$ cat config.mk
export PLATFORM = sky130hd
export DESIGN_NAME = pwd_window_disc
export DESIGN_NICKNAME = d
export VERILOG_FILES = /design/src/rtl/pwd_pkg.sv /design/src/rtl/pwd_sync.sv /design/src/rtl/pwd_width_timer.sv /design/src/rtl/pwd_judge.sv /design/src/rtl/pwd_window_disc.sv
export SDC_FILE = /design/constraint.sdc
export NUM_CORES = 1
export LEC_CHECK = 0
export BUFFER_PORTS_ARGS = -buffer_cell sky130_fd_sc_hd__buf_2
export CAP_MARGIN = 10
export CORE_ASPECT_RATIO = 0.8
export CORE_MARGIN = 4
export CORE_UTILIZATION = 35
export CTS_BUF_LIST = sky130_fd_sc_hd__clkbuf_4 sky130_fd_sc_hd__clkbuf_8 sky130_fd_sc_hd__clkbuf_16
export CTS_CLUSTER_DIAMETER = 60
export DETAILED_ROUTE_END_ITERATION = 16
export GPL_ROUTABILITY_DRIVEN = 0
export SLEW_MARGIN = 20
export SYNTH_ARGS = -nofsm -noshare
export SYNTH_HDL_FRONTEND = slang
export SYNTH_HIERARCHICAL = 1
export SYNTH_SLANG_ARGS = --single-unit
$ cat constraint.sdc
create_clock -name clk -period 3.3 [get_ports clk]
set_input_delay 0.825 -clock clk [delete_from_list [all_inputs] [get_ports clk]]
set_output_delay 0.825 -clock clk [all_outputs]
set_load 0.01 [all_outputs]
$ cat src/rtl/pwd_pkg.sv
package pwd_pkg;

  // Saturating increment of a width count.
  function automatic logic [31:0] sat_inc(input logic [31:0] v, input int unsigned w);
    logic [31:0] top;
    top = (w >= 32) ? 32'hFFFF_FFFF : ((32'd1 << w) - 32'd1);
    return (v >= top) ? top : v + 32'd1;
  endfunction

  // True when a running width has gone beyond the allowed maximum.
  function automatic logic over_limit(input logic [31:0] width, input logic [31:0] lim);
    return width > lim;
  endfunction

  // True when a finished width stayed under the required minimum.
  function automatic logic under_limit(input logic [31:0] width, input logic [31:0] lim);
    return width < lim;
  endfunction

endpackage

$ cat src/rtl/pwd_sync.sv
module pwd_sync #(
  parameter int unsigned STAGES = 2
) (
  input  logic clk,
  input  logic rst_n,
  input  logic din,
  output logic level,
  output logic rise,
  output logic fall
);
  logic [STAGES-1:0] stg;
  logic              prev;

  always_ff @(posedge clk or negedge rst_n) begin
    if (!rst_n) stg[0] <= 1'b0;
    else        stg[0] <= din;
  end

  generate
    for (genvar i = 1; i < STAGES; i++) begin : g_stage
      always_ff @(posedge clk or negedge rst_n) begin
        if (!rst_n) stg[i] <= 1'b0;
        else        stg[i] <= stg[i-1];
      end
    end
  endgenerate

  always_ff @(posedge clk or negedge rst_n) begin
    if (!rst_n) prev <= 1'b0;
    else        prev <= stg[STAGES-1];
  end

  assign level = stg[STAGES-1];
  assign rise  = level & ~prev;
  assign fall  = ~level & prev;
endmodule

$ cat src/rtl/pwd_width_timer.sv
module pwd_width_timer
  import pwd_pkg::*;
#(
  parameter int unsigned CNT_W = 12
) (
  input  logic             clk,
  input  logic             rst_n,
  input  logic             level,
  input  logic             rise,
  output logic [CNT_W-1:0] cur_width,
  output logic [CNT_W-1:0] held_width
);
  logic [CNT_W-1:0] cnt;
  logic [31:0]      inc;

  assign inc       = sat_inc(32'(cnt), CNT_W);
  assign cur_width = rise ? CNT_W'(1) : inc[CNT_W-1:0];

  always_ff @(posedge clk or negedge rst_n) begin
    if (!rst_n)     cnt <= '0;
    else if (level) cnt <= cur_width;
  end

  assign held_width = cnt;
endmodule

$ cat src/rtl/pwd_judge.sv
module pwd_judge
  import pwd_pkg::*;
#(
  parameter int unsigned CNT_W = 12
) (
  input  logic             clk,
  input  logic             rst_n,
  input  logic             level,
  input  logic             rise,
  input  logic             fall,
  input  logic [CNT_W-1:0] cur_width,
  input  logic [CNT_W-1:0] held_width,
  input  logic [CNT_W-1:0] min_width,
  input  logic [CNT_W-1:0] max_width,
  output logic             short_evt,
  output logic             long_evt,
  output logic             viol_strobe,
  output logic             too_short,
  output logic             too_long
);
  logic long_seen;
  logic long_armed;

  assign long_armed = rise | ~long_seen;
  assign long_evt   = level & long_armed & over_limit(32'(cur_width), 32'(max_width));
  assign short_evt  = fall & ~long_seen & under_limit(32'(held_width), 32'(min_width));

  always_ff @(posedge clk or negedge rst_n) begin
    if (!rst_n)        long_seen <= 1'b0;
    else if (long_evt) long_seen <= 1'b1;
    else if (rise)     long_seen <= 1'b0;
  end

  always_ff @(posedge clk or negedge rst_n) begin
    if (!rst_n) begin
      viol_strobe <= 1'b0;
      too_short   <= 1'b0;
      too_long    <= 1'b0;
    end else begin
      viol_strobe <= short_evt | long_evt;
      if (rise) begin
        too_short <= 1'b0;
        too_long  <= long_evt;
      end else begin
        if (short_evt) too_short <= 1'b1;
        if (long_evt)  too_long  <= 1'b1;
      end
    end
  end
endmodule

$ cat src/rtl/pwd_window_disc.sv
module pwd_window_disc #(
  parameter int unsigned CNT_W       = 12,
  parameter int unsigned SYNC_STAGES = 2
) (
  input  logic             clk,
  input  logic             rst_n,
  input  logic             pulse_in,
  input  logic [CNT_W-1:0] min_width,
  input  logic [CNT_W-1:0] max_width,
  output logic             viol_strobe,
  output logic             too_short,
  output logic             too_long
);
  logic             pulse_sync;
  logic             lead_edge;
  logic             trail_edge;
  logic [CNT_W-1:0] cur_width;
  logic [CNT_W-1:0] held_width;
  logic             short_evt;
  logic             long_evt;

  pwd_sync #(.STAGES(SYNC_STAGES)) u_sync (
    .clk   (clk),
    .rst_n (rst_n),
    .din   (pulse_in),
    .level (pulse_sync),
    .rise  (lead_edge),
    .fall  (trail_edge)
  );

  pwd_width_timer #(.CNT_W(CNT_W)) u_timer (
    .clk        (clk),
    .rst_n      (rst_n),
    .level      (pulse_sync),
    .rise       (lead_edge),
    .cur_width  (cur_width),
    .held_width (held_width)
  );

  pwd_judge #(.CNT_W(CNT_W)) u_judge (
    .clk         (clk),
    .rst_n       (rst_n),
    .level       (pulse_sync),
    .rise        (lead_edge),
    .fall        (trail_edge),
    .cur_width   (cur_width),
    .held_width  (held_width),
    .min_width   (min_width),
    .max_width   (max_width),
    .short_evt   (short_evt),
    .long_evt    (long_evt),
    .viol_strobe (viol_strobe),
    .too_short   (too_short),
    .too_long    (too_long)
  );
endmodule

==> results <==
- The run finished with clean final reports.
- The netlist uses 43 different library cells.
- Routed signal wires occupy layers up through met4.
- Dividing total power by cell area gives a power density of 383 nW/um^2.
- Of the total power, the share spent switching nets is 0.360.
- The largest net degree at the start of global routing is 24.
- Summed over all layers, the global routing overflow is 0.
- After the first detailed-routing iteration, the DRC count stood at 78.
- The capturing element type of the critical path is a flip-flop.
- The first detailed-routing pass took 4 iterations.
- The final layout net count is 279.
- For this design the top-level I/O count stands at 30.
- Of the cells placed in the final design, the portion with a size suffix greater than 1 is 0.203.
- The share of total power in sequential cells is 0.420.
- Derived from the worst setup path, the maximum achievable clock frequency is 336 MHz.
- The area share of the leading cell type in the synthesized netlist is 0.283.
- The portion of total power attributed to combinational logic is 0.355.
- Data arrives at the worst endpoint at 3.13 ns.
- The total of buffers placed on input and output ports is 29.
- Once the clock tree was built, the resizer swapped 0 gates to a different size.
- The routed wire length on met3 is 166 microns.
- In the layout the commonest cells are sky130_fd_sc_hd__buf_2 (29), sky130_fd_sc_hd__inv_1 (29), sky130_fd_sc_hd__a21oi_1 (25).
- The clock tree from TritonCTS is done.
- The library cell contributing the largest single delay on the critical path is sky130_fd_sc_hd__or4_4.
- In the global route stage, overall resource usage came out at 0.134.
- The largest driver fanout on the critical path is 13.
- The die height is 69.9 microns.
- In the post-synthesis netlist, the biggest area contributors are sky130_fd_sc_hd__dfrtp_1 (28%), sky130_fd_sc_hd__ha_1 (18%), sky130_fd_sc_hd__a21oi_1 (7.5%).
- The count of standard-cell rows is 22.
- The die covers 5970 sq um.
- Once detailed placement completed, the half-perimeter wirelength came to 3.04 mm.
- The clock slew at the register clock pins of the worst setup and hold paths is 0.08 ns.
- The clock reaches the later pin of the worst-skew pair after 0.26 ns.
- The mean post-synth cell area is 8.39 sq um.
- After routing the design area is 1920 sq um.
- The number of hold violations in the final report is 0.
- The worst slew slack as a fraction of its limit is 0.622.
- The kind of path behind the tightest hold check is reg -> reg.
- The met1 wire length is 1.99 mm.
- The starting density of the core is 0.365.
- Walking the worst path, the cells encountered are ha_1, nand3_1, or4_4, a21oi_1, ha_1, a21oi_1, o22ai_1, o21ai_0, a31oi_2, or2_1.
- The number of hold buffers added after CTS was 0.
- 0 antenna diodes ended up in the layout.
- The remaining antenna violation count is 0.
- The gate family responsible for the most delay along the worst path is simple AND/OR/NAND/NOR gates.
- The number of buffers added for setup after CTS is 0.
- Setup repair after global routing left no endpoint under its margin.
- The first-pass GRT wire length is 6.47 mm.
- For the pin with the worst max-slew slack, the measured transition is 0.561 ns.
- The time the worst path needs with I/O delays and setup is 2.98 ns.
- In the final timing run, aggregate negative setup slack is 0 ns.
- The number of nets produced by synthesis is 251.
- The via count of the first global-routing pass is 1,377.
- In the finished design, the share of the clock period the worst path needs comes to 0.903.
- The critical path is of the reg -> reg type.
- The number of buffer and inverter stages on the critical path is 0.
- The count of pins over their slew limit came to 0.
- On the final layout, the worst clock skew is 0.00574 ns.
- The die extent in x is 85.4 microns.
- The maximum number of buffers from clock root to sink is 2.
- The share of flip-flops with an asynchronous set or reset after synthesis is 1.00.
- In this run the number of H-tree levels came out at 1.
- The predominant post-synthesis flop cell is sky130_fd_sc_hd__dfrtp_1.
- The area growth from synthesis to layout is 14.5%.
- The cell at the root of the clock tree is sky130_fd_sc_hd__clkbuf_8.
- The kind of start point of the critical path is a flip-flop.
- The wire length per cell is 12.9 microns.
- The Yosys warning count is 6.
- After detailed routing, the number of remaining DRC violations is 0.
- After detailed routing, the met2 layer carries 1.54 mm of wire.
- On the worst path, the slowest cell contributes a delay of 0.66 ns.
- Setup violations remaining at the end of the flow were counted as 0.
- The clock share of power is 0.225.
- The share of the Yosys chip area taken by registers is 0.283.
- The internal power of the cells is 0.471 mW.
- The total detailed-routing wirelength is 3.71 mm.
- Synthesis inferred 19 register bits.
- The via-per-instance ratio is 5.00.
- Summed over all nets, the switching power comes to 0.265 mW.
- The worst voltage drop across the vdd grid is 0.000224 V.
- Synthesis produced 200 cells.
- The static leakage power is 0.976 nW.
- The number of enable-type register cells in the synthesized netlist is 0.
- Once placement finished, the instance area stood at 1870 sq um.
- After synthesis the cells add up to 1680 sq um.
- The core region area is 4600 sq um.
- The number of buffers created by CTS is 3.
- The number of vias after detailed routing is 1,436.
- The max capacitance violation total is 0.
- Data on the critical path is required at its endpoint by 3.45 ns.
- The number of antenna violations at the first check in global routing came to 0.
- The biggest area contributor in the post-synthesis netlist is sky130_fd_sc_hd__dfrtp_1.
- The number of sinks on the clock net is 19.
[Yosys cell counts (2+ instances only)]
library cell / instances
sky130_fd_sc_hd__a211oi_2: 2
sky130_fd_sc_hd__dfrtp_1: 19
sky130_fd_sc_hd__a21oi_1: 25
sky130_fd_sc_hd__and3_1: 3
sky130_fd_sc_hd__o21ai_0: 8
sky130_fd_sc_hd__o211ai_1: 2
sky130_fd_sc_hd__nor3_1: 5
sky130_fd_sc_hd__o21a_1: 3
sky130_fd_sc_hd__nor2b_1: 2
sky130_fd_sc_hd__buf_2: 3
sky130_fd_sc_hd__clkbuf_1: 4
sky130_fd_sc_hd__and2_1: 2
sky130_fd_sc_hd__a21o_1: 4
sky130_fd_sc_hd__inv_1: 29
sky130_fd_sc_hd__a31oi_1: 4
sky130_fd_sc_hd__nor2_1: 9
sky130_fd_sc_hd__ha_1: 24
sky130_fd_sc_hd__nand2_1: 10
sky130_fd_sc_hd__nand4_1: 5
sky130_fd_sc_hd__nand3_1: 7
sky130_fd_sc_hd__xnor2_1: 6
sky130_fd_sc_hd__nor4_1: 2
sky130_fd_sc_hd__a311oi_2: 2
[power groups by stage]
stage	sequential (mW)	combinational (mW)	clock (mW)
3_3_place_gp	0.309	0.262	0
3_5_place_dp	0.313	0.262	0
5_1_grt	0.315	0.304	0.184
6_report	0.309	0.261	0.166
2_1_floorplan	0.292	0.207	0
4_1_cts	0.308	0.264	0.173
[final cells by class]
cell class                      instances  area (sq um)
Fill cell                             481          2680
Inverter                               29           109
Clock inverter                          1          7.51
Tap cell                               60          75.1
Clock buffer                            3          41.3
Timing Repair Buffer                   31           160
Multi-Input combinational cell        144          1050
Sequential cell                        19           475
[flip-flops by register name, summed over array words and instances (netlist names)]
signal and cells:
u_judge/too_long 1, u_judge/too_short 1, u_sync/prev 1, u_timer/held_width 12, u_sync/stg 1, u_judge/viol_strobe 1
u_sync/level 1, u_judge/long_seen 1
[stage by stage]
stage	setup WS [ns]	hold WS, ns	std cells	util	power [mW]
3_3_place_gp	0.404	0.332	283	0.407	0.571
6_report	0.320	0.351	287	0.418	0.736
3_5_place_dp	0.345	0.335	283	0.407	0.576
5_1_grt	0.0931	0.365	287	0.418	0.803
2_1_floorplan	0.557	0.331	200	-	0.499
4_1_cts	0.325	0.353	287	0.418	0.745
[worst paths after layout]
check | startpoint | slack (ns) | to | depth (start not counted)
max | u_timer/held_width[0] | 0.32 | u_judge/viol_strobe | 10
min | u_sync/stg[0] | 0.35 | u_sync/level | 0
max reg2reg | u_timer/held_width[0] | 0.32 | u_judge/viol_strobe | 10
min reg2reg | u_sync/stg[0] | 0.35 | u_sync/level | 0
max in group asynchronous | rst_n | 2.51 | u_timer/held_width[10] | 1
min in group asynchronous | rst_n | 0.49 | u_timer/held_width[9] | 1
[logic make-up after synthesis]
family          count (synthesis)  share of synthesized area
simple gates                   54                      0.174
mux                             1                    0.00671
flops                          19                      0.283
compound gates                 58                      0.231
buf+inv                        37                     0.0895
fa+ha+maj                      24                      0.179
xor+xnor                        7                     0.0365
[routing by layer]
layer | GRT usage | vias up
met5 | 0 | -
met4 | 0.0176 | 0
met3 | 0.0318 | 2
met2 | 0.188 | 26
met1 | 0.209 | 643
li1 | - | 765
Power figures use the tool's default switching activity.
